`src/rtl/rbc_pkg.sv`:
```
package rbc_pkg;

  typedef enum logic [1:0] {OP_IR = 2'd0, OP_DR = 2'd1, OP_IDLE = 2'd2} eng_op_t;

  typedef enum logic [2:0] {
    STP_EN_IR, STP_EN_IDLE, STP_RD_IR, STP_ADDR, STP_ADDR_IDLE, STP_DATA, STP_DATA_IDLE
  } step_t;

  typedef enum logic [1:0] {PH_OFF, PH_ISSUE, PH_WAIT, PH_END} phase_t;

  localparam logic [31:0] CRC_POLY_REFL = 32'hEDB88320;

  // One byte of reflected CRC-32, LSB of the byte first
  function automatic logic [31:0] crc32_byte(input logic [31:0] crc, input logic [7:0] b);
    logic [31:0] c;
    c = crc ^ {24'd0, b};
    for (int i = 0; i < 8; i++) begin
      c = c[0] ? ((c >> 1) ^ CRC_POLY_REFL) : (c >> 1);
    end
    return c;
  endfunction

  // Row address: Gray code of the row index
  function automatic logic [6:0] row_gray(input int unsigned r);
    logic [6:0] v;
    v = 7'(r);
    return v ^ (v >> 1);
  endfunction

endpackage

```
`src/rtl/rbc_crc32.sv`:
```
module rbc_crc32 (
  input  logic        clk,
  input  logic        rst_n,
  input  logic        init,
  input  logic        step,
  input  logic [7:0]  data,
  output logic [31:0] digest
);
  import rbc_pkg::*;

  logic [31:0] crc_q;

  always_ff @(posedge clk or negedge rst_n) begin
    if (!rst_n)    crc_q <= '1;
    else if (init) crc_q <= '1;
    else if (step) crc_q <= crc32_byte(crc_q, data);
  end

  assign digest = ~crc_q;

endmodule

```
`src/rtl/rbc_mask_store.sv`:
```
module rbc_mask_store #(
  parameter int ROWS      = 4,
  parameter int BYTES     = 3,
  parameter int NUM_MASKS = 2,
  parameter int IDX_W     = 1,
  localparam int ROW_W    = (ROWS > 1) ? $clog2(ROWS) : 1,
  localparam int BYTE_W   = $clog2(BYTES + 1)
) (
  input  logic                         clk,
  input  logic                         rst_n,
  input  logic                         load,
  input  logic [NUM_MASKS*BYTES*8-1:0] bank_in,
  input  logic [ROWS*IDX_W-1:0]        pick_in,
  input  logic [ROW_W-1:0]             row_idx,
  input  logic [BYTE_W-1:0]            byte_idx,
  output logic [7:0]                   mask_byte
);
  logic [NUM_MASKS*BYTES*8-1:0] bank_q;
  logic [ROWS*IDX_W-1:0]        pick_q;

  always_ff @(posedge clk or negedge rst_n) begin
    if (!rst_n) begin
      bank_q <= '0;
      pick_q <= '0;
    end else if (load) begin
      bank_q <= bank_in;
      pick_q <= pick_in;
    end
  end

  always_comb begin
    int sel;
    mask_byte = 8'h00;
    sel = int'(pick_q[int'(row_idx)*IDX_W +: IDX_W]);
    if (int'(byte_idx) < BYTES && sel < NUM_MASKS)
      mask_byte = bank_q[(sel*BYTES + int'(byte_idx))*8 +: 8];
  end

  assert_mask_hold_R10: assert property (@(posedge clk) disable iff (!rst_n)
    !load |=> ($stable(bank_q) && $stable(pick_q)));

endmodule

```
`src/rtl/rbc_seq.sv`:
```
module rbc_seq #(
  parameter int ROWS        = 4,
  parameter int ROW_BITS    = 20,
  parameter int EN_REPEAT   = 3,
  parameter int EN_WAIT     = 800,
  parameter int ROW_WAIT    = 100,
  parameter int ADDR_PAUSE  = 20,
  parameter logic [7:0] EN_CODE = 8'hE8,
  parameter logic [7:0] RD_CODE = 8'hEE,
  localparam int BYTES      = (ROW_BITS + 7) / 8,
  localparam int ROW_W      = (ROWS > 1) ? $clog2(ROWS) : 1,
  localparam int BYTE_W     = $clog2(BYTES + 1),
  localparam int EN_W       = $clog2(EN_REPEAT + 1)
) (
  input  logic              clk,
  input  logic              rst_n,
  input  logic              start,
  input  logic              eng_ack,
  input  logic              eng_rx_valid,
  output logic              eng_req,
  output logic [1:0]        eng_op,
  output logic [15:0]       eng_len,
  output logic [7:0]        eng_data,
  output logic [7:0]        eng_pause,
  output logic              eng_ones,
  output logic              done,
  output logic              load_masks,
  output logic              crc_init,
  output logic              crc_step,
  output logic [ROW_W-1:0]  row_idx,
  output logic [BYTE_W-1:0] byte_idx
);
  import rbc_pkg::*;

  phase_t          phase;
  step_t           step;
  logic [EN_W-1:0] en_cnt;

  wire launch = (phase == PH_OFF || phase == PH_END) && start;
  assign load_masks = launch;
  assign crc_init   = launch;
  assign eng_req    = (phase == PH_ISSUE);
  assign done       = (phase == PH_END);
  assign crc_step   = (phase == PH_WAIT) && (step == STP_DATA) && eng_rx_valid
                      && (byte_idx < BYTE_W'(BYTES));

  always_ff @(posedge clk or negedge rst_n) begin
    if (!rst_n) begin
      phase    <= PH_OFF;
      step     <= STP_EN_IR;
      en_cnt   <= '0;
      row_idx  <= '0;
      byte_idx <= '0;
    end else begin
      case (phase)
        PH_OFF, PH_END: if (start) begin
          phase   <= PH_ISSUE;
          step    <= STP_EN_IR;
          en_cnt  <= '0;
          row_idx <= '0;
        end
        PH_ISSUE: begin
          phase    <= PH_WAIT;
          byte_idx <= '0;
        end
        default: begin
          if (crc_step) byte_idx <= byte_idx + 1'b1;
          if (eng_ack) begin
            phase <= PH_ISSUE;
            case (step)
              STP_EN_IR:   step <= STP_EN_IDLE;
              STP_EN_IDLE: begin
                if (en_cnt == EN_W'(EN_REPEAT - 1)) step <= STP_RD_IR;
                else begin
                  en_cnt <= en_cnt + 1'b1;
                  step   <= STP_EN_IR;
                end
              end
              STP_RD_IR:     step <= STP_ADDR;
              STP_ADDR:      step <= STP_ADDR_IDLE;
              STP_ADDR_IDLE: step <= STP_DATA;
              STP_DATA:      step <= STP_DATA_IDLE;
              default: begin
                if (row_idx == ROW_W'(ROWS - 1)) phase <= PH_END;
                else begin
                  row_idx <= row_idx + 1'b1;
                  step    <= STP_ADDR;
                end
              end
            endcase
          end
        end
      endcase
    end
  end

  // Command contents per step
  always_comb begin
    eng_op    = OP_IDLE;
    eng_len   = 16'(ROW_WAIT);
    eng_data  = 8'h00;
    eng_pause = 8'h00;
    eng_ones  = 1'b0;
    case (step)
      STP_EN_IR:   begin eng_op = OP_IR; eng_len = 16'd8; eng_data = EN_CODE; end
      STP_EN_IDLE: eng_len = 16'(EN_WAIT);
      STP_RD_IR:   begin eng_op = OP_IR; eng_len = 16'd8; eng_data = RD_CODE; eng_pause = 8'd1; end
      STP_ADDR: begin
        eng_op    = OP_DR;
        eng_len   = 16'd7;
        eng_data  = {1'b0, row_gray(int'(row_idx))};
        eng_pause = 8'(ADDR_PAUSE);
      end
      STP_DATA: begin
        eng_op   = OP_DR;
        eng_len  = 16'(ROW_BITS);
        eng_data = 8'hFF;
        eng_ones = 1'b1;
      end
      default: ;
    endcase
  end

  assert_req_single_R11: assert property (@(posedge clk) disable iff (!rst_n)
    eng_req |=> !eng_req);
  assert_done_quiet_R8: assert property (@(posedge clk) disable iff (!rst_n)
    done |-> !eng_req);
  assert_ones_read_R5: assert property (@(posedge clk) disable iff (!rst_n)
    (eng_req && eng_ones) |-> (eng_op == OP_DR && eng_len == 16'(ROW_BITS)));
  assert_idle_len_R4: assert property (@(posedge clk) disable iff (!rst_n)
    (eng_req && eng_op == OP_IDLE) |-> (eng_len == 16'(EN_WAIT) || eng_len == 16'(ROW_WAIT)));

endmodule

```
`src/rtl/row_readback_crc.sv`:
```
module row_readback_crc #(
  parameter int ROWS        = 4,
  parameter int ROW_BITS    = 20,
  parameter int NUM_MASKS   = 2,
  parameter int IDX_W       = 1,
  parameter int EN_REPEAT   = 3,
  parameter int EN_WAIT     = 800,
  parameter int ROW_WAIT    = 100,
  parameter int ADDR_PAUSE  = 20,
  localparam int BYTES      = (ROW_BITS + 7) / 8,
  localparam int ROW_W      = (ROWS > 1) ? $clog2(ROWS) : 1,
  localparam int BYTE_W     = $clog2(BYTES + 1)
) (
  input  logic                         clk,
  input  logic                         rst_n,
  input  logic                         start,
  input  logic [NUM_MASKS*BYTES*8-1:0] mask_bank,
  input  logic [ROWS*IDX_W-1:0]        mask_pick,
  output logic                         eng_req,
  output logic [1:0]                   eng_op,
  output logic [15:0]                  eng_len,
  output logic [7:0]                   eng_data,
  output logic [7:0]                   eng_pause,
  output logic                         eng_ones,
  input  logic                         eng_ack,
  input  logic                         eng_rx_valid,
  input  logic [7:0]                   eng_rx_byte,
  output logic                         done,
  output logic [31:0]                  digest
);
  logic              load_masks, crc_init, crc_step;
  logic [ROW_W-1:0]  row_idx;
  logic [BYTE_W-1:0] byte_idx;
  logic [7:0]        mask_byte;
  logic [7:0]        masked_byte;

  rbc_seq #(
    .ROWS(ROWS), .ROW_BITS(ROW_BITS), .EN_REPEAT(EN_REPEAT), .EN_WAIT(EN_WAIT),
    .ROW_WAIT(ROW_WAIT), .ADDR_PAUSE(ADDR_PAUSE)
  ) seq_i (
    .clk(clk), .rst_n(rst_n), .start(start), .eng_ack(eng_ack),
    .eng_rx_valid(eng_rx_valid), .eng_req(eng_req), .eng_op(eng_op),
    .eng_len(eng_len), .eng_data(eng_data), .eng_pause(eng_pause),
    .eng_ones(eng_ones), .done(done), .load_masks(load_masks),
    .crc_init(crc_init), .crc_step(crc_step), .row_idx(row_idx), .byte_idx(byte_idx)
  );

  rbc_mask_store #(
    .ROWS(ROWS), .BYTES(BYTES), .NUM_MASKS(NUM_MASKS), .IDX_W(IDX_W)
  ) mask_i (
    .clk(clk), .rst_n(rst_n), .load(load_masks), .bank_in(mask_bank),
    .pick_in(mask_pick), .row_idx(row_idx), .byte_idx(byte_idx), .mask_byte(mask_byte)
  );

  assign masked_byte = eng_rx_byte & mask_byte;

  rbc_crc32 crc_i (
    .clk(clk), .rst_n(rst_n), .init(crc_init), .step(crc_step),
    .data(masked_byte), .digest(digest)
  );

  assert_digest_hold_R8: assert property (@(posedge clk) disable iff (!rst_n)
    (done && $past(done)) |-> $stable(digest));

endmodule

```
`config.mk`:
```
export PLATFORM = sky130hd
export DESIGN_NAME = row_readback_crc
export DESIGN_NICKNAME = d
export VERILOG_FILES = /design/src/rtl/rbc_pkg.sv /design/src/rtl/rbc_crc32.sv /design/src/rtl/rbc_mask_store.sv /design/src/rtl/rbc_seq.sv /design/src/rtl/row_readback_crc.sv
export SDC_FILE = /design/constraint.sdc
export NUM_CORES = 1
export LEC_CHECK = 0
export BUFFER_PORTS_ARGS = -buffer_cell sky130_fd_sc_hd__buf_2
export CELL_PAD_IN_SITES_DETAIL_PLACEMENT = 2
export CELL_PAD_IN_SITES_GLOBAL_PLACEMENT = 2
export CORE_MARGIN = 4
export CORE_UTILIZATION = 24
export CTS_CLUSTER_SIZE = 16
export DETAILED_ROUTE_END_ITERATION = 10
export PLACE_DENSITY_LB_ADDON = 0.1
export SLEW_MARGIN = 25
export SYNTH_ARGS = -nofsm -noshare
export SYNTH_HDL_FRONTEND = slang
export SYNTH_SLANG_ARGS = --single-unit
```
`constraint.sdc`:
```
create_clock -name clk -period 4.3 [get_ports clk]
set_input_delay 0.215 -clock clk [delete_from_list [all_inputs] [get_ports clk]]
set_output_delay 0.215 -clock clk [all_outputs]
set_load 0.03 [all_outputs]
```
==> metrics, run 1 <==
Startpoint Class=flop; number of vias per cell=4.33; Synth Warn #=0; Remaining DRCs=0; Die ar.=26900 µm²; largest net degree at the start of global routing=61; Setup TNS=0 ps; CP Max Fanout=12; H-tree Lvls=3; Reg2Reg Setup Slack=280 ps; Area Growth Syn to Fin=19.0%; antenna cells=0; slowest stage cell on the critical path=fa_1; Post-synth EDFFs=0; status=completed; routability-driven placement congestion ratio=0.776; hold endpoint=mask_i.bank_q[7]; Tcrit/Tclk final=93.5%; worst slew pin tran=818 ps; Tmin final=4020 ps; antenna violations before repair=0; TritonCTS clock tree=done; Max Slew Vio Count=0; first-pass GRT wire length=28500 µm; clk sinks=95; Clock Pin Slew Worst Setup and Hold Paths=80 ps; # rows=56; Nets=783; Initial DRC Count=148; number of max-cap violations=0; ys flop type=dfrtp_1; Tot Pwr=5.77 mW; Die Span Y=164 µm; Die Wd=164 µm; CP peak stage delay=640 ps; CP Cell Sequence=mux4_2, ha_1, inv_1, fa_1, or2b_1, o22ai_1, a31oi_2, xnor2_1, xnor3_2, xnor3_1, o21ai_1; Inst Count DP=1016; Top delay family on crit path=XOR/XNOR gates; CP required=4590 ps; Post-DP Area=6660 µm²; Max Clk Rate=0.249 GHz; PwrDens=830 nW/µm²; register area share after synthesis=41.4%; Post-DRT Antenna Nets=0; WL/cell=17.5 µm; asr flop ratio synth=100%; Worst Skew=11.6 ps; Mapped Area=5840 µm²; synth unique cells=51; synthesized area per cell=9.60 µm²; vias in the first global route=4959; Hold Crit Class=primary input to flop; Final Setup Violations=0; Pre-Repair DR Iteration Count=4; latest clock arrival within the worst-skew pair=360 ps; layout cell share with drive strength beyond 1=29.0%; I/O Buffers=121; number of synthesized register bits=95; GRT Total Usage=13.6%; crit path kind=flop to flop; CTS Buffer Depth=2; Relative slew margins=45.4%; worst hold stages=3; Root Driver=clkbuf_16; vias=4471; total I/O pin count=134; CP arrival=4310 ps; P_leak=3.86 nW; crit end category=flop; FF-to-FF path depth=11; Hold Vio Cnt, Final=0; post-DP HPWL=14000 µm; fill cell count=2744; Critical path buffers and inverters=1; Reg-to-Reg End=crc_i.crc_q[26]; global route total overflow=0; Initial Util=24.7%; total wire length=18100 µm; CP startpoint=seq_i.row_idx[0]; Inserted Clock Buffers=9; Core ar.=23700 µm²; Post-Synthesis Cells=609; Worst Min Path Start=mask_bank[7]; worst r2r src=seq_i.row_idx[0]; Final Non-Filler Cells=1033; unrepaired setup endpoints after global routing=no; Max VDD drop=0.000260 V; smallest hold slack=46.9 ps; cell area after layout=6960 µm²
## synthesized netlist by cell type (all sizes together), types with 3 or more instances
library cell,count,area [µm²]
xnor2,46,628
nand2b,6,37.5
nor2,16,60.1
dfstp,32,841
nand2,182,683
a31oi,5,56.3
mux2i,24,240
o211ai,15,113
a21oi,21,105
clkbuf,23,86.3
a21o,3,22.5
ha,8,100
o21ai,18,90.1
o22ai,5,31.3
nor3,20,120
dfrtp,63,1580
xnor3,15,339
buf,26,193
nor4b,11,115
inv,43,161
## report_power, final
group	total (mW)	switching, mW	internal (mW)
clock network	0.825	0.372	0.452
logic	3.55	1.95	1.60
registers	1.40	0.215	1.18
## flip-flops by register name, indices dropped and copies added, names as in the netlist
register and count:
mask_i.pick_q 4, seq_i.byte_idx 2, crc_i.crc_q 32, seq_i.phase 2, mask_i.bank_q 48, seq_i.en_cnt 2
seq_i.step 3, seq_i.row_idx 2
## layout by cell type (no fill, tap or decap), types with 8 or more instances in the layout
cell,n
a21oi_1,21
buf_2,120
clkbuf_16,9
conb_1,12
dfrtp_1,63
dfstp_2,32
ha_1,8
inv_1,41
mux2i_1,24
nand2_1,181
nor2_1,16
nor3_1,16
nor4b_1,8
o211ai_1,15
o21ai_1,12
xnor2_1,31
xnor2_4,10
xnor3_1,14
## worst reg2reg max path, delay by kind of cell (launching register included)
| kind | cells | cell delay, ps |
|---|---|---|
| compound gates | 3 | 590 |
| simple gates | 1 | 370 |
| xor+xnor | 3 | 1140 |
| fa+ha+maj | 2 | 830 |
| buf+inv | 1 | 60 |
| mux | 1 | 540 |
| flops | 1 | 410 |
## per-layer routing
metal  share of wire [%]  routed length, µm  global-route usage [%]
met5                   0                  0                       0
met4                 1.2                217                    3.77
met3                 3.6                646                    1.93
met2                  48               8720                    22.3
met1                  47               8490                    18.9
## stage by stage
stage                     utilization [%]  setup slack, ps
after detailed placement             28.1              273
after global routing                 29.4             46.5
after CTS                            29.4              241
final                                29.4              280
after floorplan                         -              793
after global placement               28.1              380
## cell type report
type                    instances  area, µm²  share of cell area [%]
clock inverters                 5       58.8                   0.845
inverters                      43        161                    2.32
well taps                     319        399                    5.74
repair buffers                127        656                    9.42
clock buffers                  11        233                    3.35
flip-flops and latches         95       2420                    34.7
multi-input cells             433       3030                    43.6
## logic make-up (layout without fill, tap and decap cells)
group / after synthesis / count (layout) / share of synthesized area, %
compound gates: 75 / 75 / 8.29
xor+xnor: 64 / 64 / 17.3
fa+ha+maj: 9 / 9 / 2.06
buf+inv: 92 / 186 / 7.54
flops: 95 / 95 / 41.4
mux: 27 / 27 / 4.88
other cells: 1 / 12 / 0.0642
simple gates: 246 / 246 / 18.6
## what timing repair did
action                                 4_1_cts  5_1_grt
buffers inserted                             0        0
endpoints found under the hold margin       35        0
hold buffers                                 1        0
gates resized for setup                      0        0
## worst max-delay path by stage
stage                      endpoint  slack (ps)  cells after the start
finish              crc_i.crc_q[26]         280                     11
global route        crc_i.crc_q[26]          50                     11
CTS                 crc_i.crc_q[29]         240                     11
detailed placement  crc_i.crc_q[29]         270                     11
global placement    crc_i.crc_q[26]         380                     11
floorplan           crc_i.crc_q[26]         790                     12
Power figures use the tool's default switching activity.
==> inputs of run 2 (changes only) <==
--- a/config.mk
+++ b/config.mk
@@ -10,6 +10,7 @@
 export CELL_PAD_IN_SITES_GLOBAL_PLACEMENT = 2
 export CORE_MARGIN = 4
 export CORE_UTILIZATION = 24
+export CTS_CLUSTER_DIAMETER = 120
 export CTS_CLUSTER_SIZE = 16
 export DETAILED_ROUTE_END_ITERATION = 10
 export PLACE_DENSITY_LB_ADDON = 0.1
==> constraint.sdc (replaced) <==
create_clock -name clk -period 5.1 [get_ports clk]
set_input_delay 0.255 -clock clk [delete_from_list [all_inputs] [get_ports clk]]
set_output_delay 0.255 -clock clk [all_outputs]
set_load 0.03 [all_outputs]
==> run 2 against run 1 <==
Net effect:
- total power shrank 16%
- combinational power shrank 15%
- clock power shrank 18%
- cell count is essentially flat
==> metrics, run 2 (synthesis results as in run 1) <==
Clock Pin Slew Worst Setup and Hold Paths=80 ps (about the same); slowest stage cell on the critical path=fa_1; largest registers=mask_i.bank_q (48), crc_i.crc_q (32), mask_i.pick_q (4); hold buffers post-CTS=1 (unchanged); internal power=2.70 mW (-17%); Max Slew Vio Count=0 (unchanged); Area Growth Syn to Fin=18.9%; TritonCTS clock tree=done; I/O Buffers=121 (unchanged); Setup TNS=0 ps (unchanged); vias=4445 (-0.58%); # rows=56 (unchanged); Critical path buffers and inverters=1 (unchanged); routability-driven placement congestion ratio=0.763 (-1.7%); Relative slew margins=46.8% (+1.4 points); CP Cell Sequence=mux4_2, ha_1, inv_1, fa_1, or2b_1, o22ai_1, a31oi_2, xnor2_4, xnor3_2, xnor3_1, o21ai_1; Inst Count DP=1015 (-0.098%); clk sinks=95 (unchanged); Die Wd=164 µm (unchanged); P_leak=3.85 nW (-0.16%); Net Sw Frac=44.5% (+0.46 points); clock group share of total power=14.0% (-0.3 points); antenna violations before repair=0 (unchanged); Root Driver=clkbuf_16; latest clock arrival within the worst-skew pair=350 ps (about the same); crit path kind=flop to flop; number of vias per cell=4.31 (-0.49%); CP arrival=4310 ps (about the same); most frequent cells in the layout=nand2_1, buf_2, dfrtp_1; commonest non-fill, non-tap cell in the layout=nand2_1; Reg with most FFs=mask_i.bank_q; Inserted Clock Buffers=9 (unchanged); largest net degree at the start of global routing=63 (+3.3%); Hold Vio Cnt, Final=0 (unchanged); postcts setup bufs=0 (unchanged); Core ar.=23700 µm² (unchanged); first-pass GRT wire length=28900 µm (+1.1%); total I/O pin count=134 (unchanged); Post-DP Area=6650 µm² (-0.11%); Hold Crit Class=primary input to flop; layout cell share with drive strength beyond 1=29.2% (+0.18 points); cell area after layout=6950 µm² (-0.13%); worst slew pin tran=798 ps (-20.5 ps); Flop pwr share=24.3% (about the same); P_sw=2.16 mW (-15%); Tcrit/Tclk final=78.9% (-15 points); Max Clk Rate=0.248 GHz (-0.13%); CTS Buffer Depth=2 (unchanged); combinational power share=61.7% (about the same); number of max-cap violations=0 (unchanged); Top delay family on crit path=XOR/XNOR gates; Initial DRC Count=162 (+9.5%); Max VDD drop=0.000188 V (-28%); Nets=782 (-0.13%); post-cts resize count=0 (unchanged); total wire length=18000 µm (-0.12%); Final Setup Violations=0 (unchanged); Die ar.=26900 µm² (unchanged); CP Max Fanout=12 (unchanged); fill cell count=2736 (-0.29%); Initial Util=24.7% (unchanged); post-DP HPWL=14200 µm (+1.9%); Post-DRT Antenna Nets=0 (unchanged); H-tree Lvls=3 (unchanged); WL/cell=17.5 µm (about the same); Remaining DRCs=0 (unchanged); crit end category=flop; Die Span Y=164 µm (unchanged); status=completed; Startpoint Class=flop; GRT Total Usage=13.8% (+0.18 points); Pre-Repair DR Iteration Count=4 (unchanged); Worst Skew=10.7 ps (-0.872 ps); PwrDens=699 nW/µm² (-16%); CP peak stage delay=640 ps (about the same); CP required=5380 ps (+790 ps); Tmin final=4020 ps (+5.23 ps); unrepaired setup endpoints after global routing=no; Final Non-Filler Cells=1032 (-0.097%); antenna cells=0 (unchanged); vias in the first global route=4971 (+0.24%); global route total overflow=0 (unchanged); number of flip-flops in the largest register=48 (unchanged)
run 2: cell types whose count changed in the layout (fill, tap and decap cells not counted):
cell,delta
buf_4,-1
bufinv_16,-1
clkbuf_1,-2
clkbuf_8,+1
clkinv_2,-1
clkinv_4,-1
clkinvlp_4,+1
inv_6,+2
inv_8,+1
run 2: routing by layer:
metal | track usage [%] | part of all wire [%] | routed length (µm)
met3 | 1.61 | 3.1 | 553
met1 | 18.8 | 46 | 8270
met4 | 3.43 | 0.99 | 178
met2 | 23.5 | 50 | 9050
met5 | 0 | 0 | 0
run 2: path summary, 6_finish.rpt:
kind,start,end,slack (ps),cells past startpoint
max,seq_i.row_idx[0],crc_i.crc_q[26],1080,11
min,mask_bank[28],mask_i.bank_q[28],90,3
max reg2reg,seq_i.row_idx[0],crc_i.crc_q[26],1080,11
min reg2reg,mask_i.pick_q[0],mask_i.pick_q[0],480,2
max in group asynchronous,rst_n,mask_i.bank_q[29],3530,3
min in group asynchronous,rst_n,seq_i.phase[0],480,2
run 2: layout make-up:
| type | instances | area, µm² | share of cell area (%) |
|---|---|---|---|
| multi-input cells | 433 | 3030 | 43.6 |
| repair buffers | 126 | 648 | 9.33 |
| clock buffers | 10 | 239 | 3.44 |
| inverters | 43 | 161 | 2.32 |
| clock inverters | 6 | 51.3 | 0.738 |
| well taps | 319 | 399 | 5.74 |
| flip-flops and latches | 95 | 2420 | 34.8 |
run 2: power groups by stage:
stage          clock [mW]  combinational (mW)  sequential (mW)
6_report            0.679                3.00             1.18
4_1_cts             0.709                3.08             1.19
2_1_floorplan           0                2.44             1.10
3_5_place_dp            0                3.07             1.20
3_3_place_gp            0                2.98             1.20
5_1_grt             0.738                3.31             1.21
run 2: worst register-to-register path, delay by kind of cell, from the launching register on:
kind	cells	cell delay, ps
XOR/XNOR	3	1270
adder cells (fa/ha/maj)	2	840
multiplexers	1	540
AO/OA/AOI/OAI	3	480
flip-flops	1	400
AND/OR/NAND/NOR	1	380
buffers and inverters	1	60
run 2: stage by stage:
stage                     power (mW)  setup slack, ps  utilization, %  hold WS (ps)
after floorplan                 3.55             1590               -         -40.6
after global routing            5.26              810            29.3          91.2
final                           4.86             1080            29.3          90.6
after CTS                       4.98             1030            29.3          83.4
after global placement          4.18             1170            28.1           339
after detailed placement        4.27             1040            28.1           347
==> inputs of run 3 (changes only) <==
==> constraint.sdc (replaced) <==
create_clock -name clk -period 3.7 [get_ports clk]
set_input_delay 0.185 -clock clk [delete_from_list [all_inputs] [get_ports clk]]
set_output_delay 0.185 -clock clk [all_outputs]
set_load 0.03 [all_outputs]
==> run 3 against run 2 <==
Net effect:
- register-to-register slack worse by 1100 ps
- non-clock buffer count increased by 46
- sequential cell count unchanged
==> metrics, run 3 (synthesis results as in run 1) <==
status=completed; Core ar.=23700 µm² (unchanged); layout cell share with drive strength beyond 1=35.8% (+6.6 points); Worst Skew=12.6 ps (+1.95 ps); CP Max Fanout=12 (unchanged); Area Growth Syn to Fin=29.0%; Post-DRT Antenna Nets=0 (unchanged); Hold Crit Class=primary input to flop; number of flip-flops in the largest register=48 (unchanged); first-pass GRT wire length=30100 µm (+4.2%); Met2 Wirelength=9660 µm (+6.8%); Critical path buffers and inverters=3 (+2); number of vias per cell=4.34 (+0.69%); Die ar.=26900 µm² (unchanged); Clock Pin Slew Worst Setup and Hold Paths=70 ps (about the same); Remaining DRCs=0 (unchanged); largest registers=mask_i.bank_q (48), crc_i.crc_q (32), mask_i.pick_q (4); Reg with most FFs=mask_i.bank_q; commonest non-fill, non-tap cell in the layout=nand2_1; PwrDens=1010 nW/µm² (+44%); largest net degree at the start of global routing=55 (-13%); Die Wd=164 µm (unchanged); cell area after layout=7540 µm² (+8.5%); Tot Pwr=7.60 mW (+56%); P_leak=4.14 nW (+7.6%); Initial DRC Count=173 (+6.8%); antenna cells=0 (unchanged); GRT Total Usage=14.5% (+0.69 points); Inserted Clock Buffers=9 (unchanged); total wire length=19300 µm (+6.8%); post-DP HPWL=14600 µm (+2.2%); Max Slew Vio Count=0 (unchanged); Post-DP Area=6910 µm² (+4.0%); Die Span Y=164 µm (unchanged); clk sinks=95 (unchanged); met3 WL post-DR=617 µm (+12%); slowest stage cell on the critical path=mux4_2; global route total overflow=0 (unchanged); Tcrit/Tclk final=99.9% (+21 points); unrepaired setup endpoints after global routing=yes; Setup TNS=0 ps (unchanged); worst slew pin tran=881 ps (+83.2 ps); CP peak stage delay=520 ps (-120 ps); most frequent cells in the layout=nand2_1, buf_2, dfrtp_1; total I/O pin count=134 (unchanged); Inst Count DP=1045 (+3.0%); H-tree Lvls=3 (unchanged); # rows=56 (unchanged); CP Cell Sequence=mux4_2, ha_2, inv_1, fa_1, buf_12, or2b_4, nor3_2, nor3_2, xnor2_4, buf_12, xnor3_1, xnor3_1, o21ai_1; antenna violations before repair=0 (unchanged); number of max-cap violations=0 (unchanged); routability-driven placement congestion ratio=0.772 (+1.3%); CP required=3970 ps (-1410 ps); vias in the first global route=5245 (+5.5%); Setup WS pre-CTS=-41.9 ps (-1080 ps); Initial Util=24.7% (unchanged); crit path kind=flop to flop; crit end category=flop; vias=4671 (+5.1%); Met1 Wirelength=8700 µm (+5.2%); Top delay family on crit path=XOR/XNOR gates; latest clock arrival within the worst-skew pair=360 ps (about the same); I/O Buffers=121 (unchanged); CP arrival=3970 ps (-340 ps); Hold Vio Cnt, Final=0 (unchanged); Root Driver=clkbuf_16; uppermost routed layer=met4; Final Non-Filler Cells=1077 (+4.4%); Max Clk Rate=0.270 GHz (+8.9%); CTS Buffer Depth=2 (unchanged); Tmin final=3700 ps (-328 ps); Max VDD drop=0.000272 V (+45%); Startpoint Class=flop; Relative slew margins=41.3% (-5.5 points); WL/cell=17.9 µm (+2.3%); Final Setup Violations=0 (unchanged); TritonCTS clock tree=done; setup ws final=2.76 ps (-1070 ps); Pre-Repair DR Iteration Count=4 (unchanged); Nets=828 (+5.9%)
==> run 3: cell types whose count changed in the layout (fill, tap and decap cells not counted), moves of 3 or more <==
cell	before	now
buf_6	0	3
nor4b_1	8	4
buf_4	5	43
nor4b_2	3	7
xnor2_1	31	28
buf_12	0	5
==> run 3: power breakdown <==
| part | switching (mW) | internal (mW) |
|---|---|---|
| logic | 2.51 | 2.45 |
| registers | 0.242 | 1.37 |
| clock network | 0.438 | 0.589 |
==> run 3: path summary, 6_finish.rpt <==
| path | end | slack, ps | startpoint | cells past startpoint |
|---|---|---|---|---|
| setup / recovery | crc_i.crc_q[18] | 3 | seq_i.row_idx[0] | 13 |
| hold / removal | mask_i.bank_q[21] | 20 | mask_bank[21] | 3 |
| setup reg to reg | crc_i.crc_q[18] | 3 | seq_i.row_idx[0] | 13 |
| hold reg to reg | mask_i.bank_q[15] | 480 | mask_i.bank_q[15] | 2 |
| max in group asynchronous | mask_i.bank_q[41] | 2440 | rst_n | 3 |
| min in group asynchronous | mask_i.bank_q[4] | 460 | rst_n | 2 |
==> run 3: what timing repair did <==
action	in CTS	in global routing
pin swaps	2	19
hold buffers	1	0
gates resized for setup	4	24
endpoints found under the hold margin	20	0
endpoints found under the setup margin	4	24
setup buffers	2	14
==> run 3: worst reg2reg max path: stages (launching register included) <==
cell and delay, ps:
dfrtp_1 370, mux4_2 520, ha_2 180, inv_1 70, fa_1 460, buf_12 180, or2b_4 300, nor3_2 240
nor3_2 120, xnor2_4 160, buf_12 160, xnor3_1 340, xnor3_1 380, o21ai_1 160
==> run 3: area by class of cell <==
class	count	area [µm²]
Clock inverter	6	85.1
Tap cell	319	399
Multi-Input combinational cell	433	3180
Timing Repair Buffer	172	1070
Inverter	43	161
Clock buffer	9	225
Fill cell	2720	16100
Sequential cell	95	2420
==> run 3: layer usage <==
layer  track usage, %  up-vias
li1                 -     2249
met1             19.0     2329
met2             24.9       78
met3             1.93       15
met4             4.46        0
met5                0        -
==> run 3: per-stage QoR <==
step	utilization [%]	hold WS [ps]
5_1_grt	31.8	12.9
3_3_place_gp	29.2	323
2_1_floorplan	-	-111
3_5_place_dp	29.2	313
6_report	31.8	16.3
4_1_cts	30.7	8.10
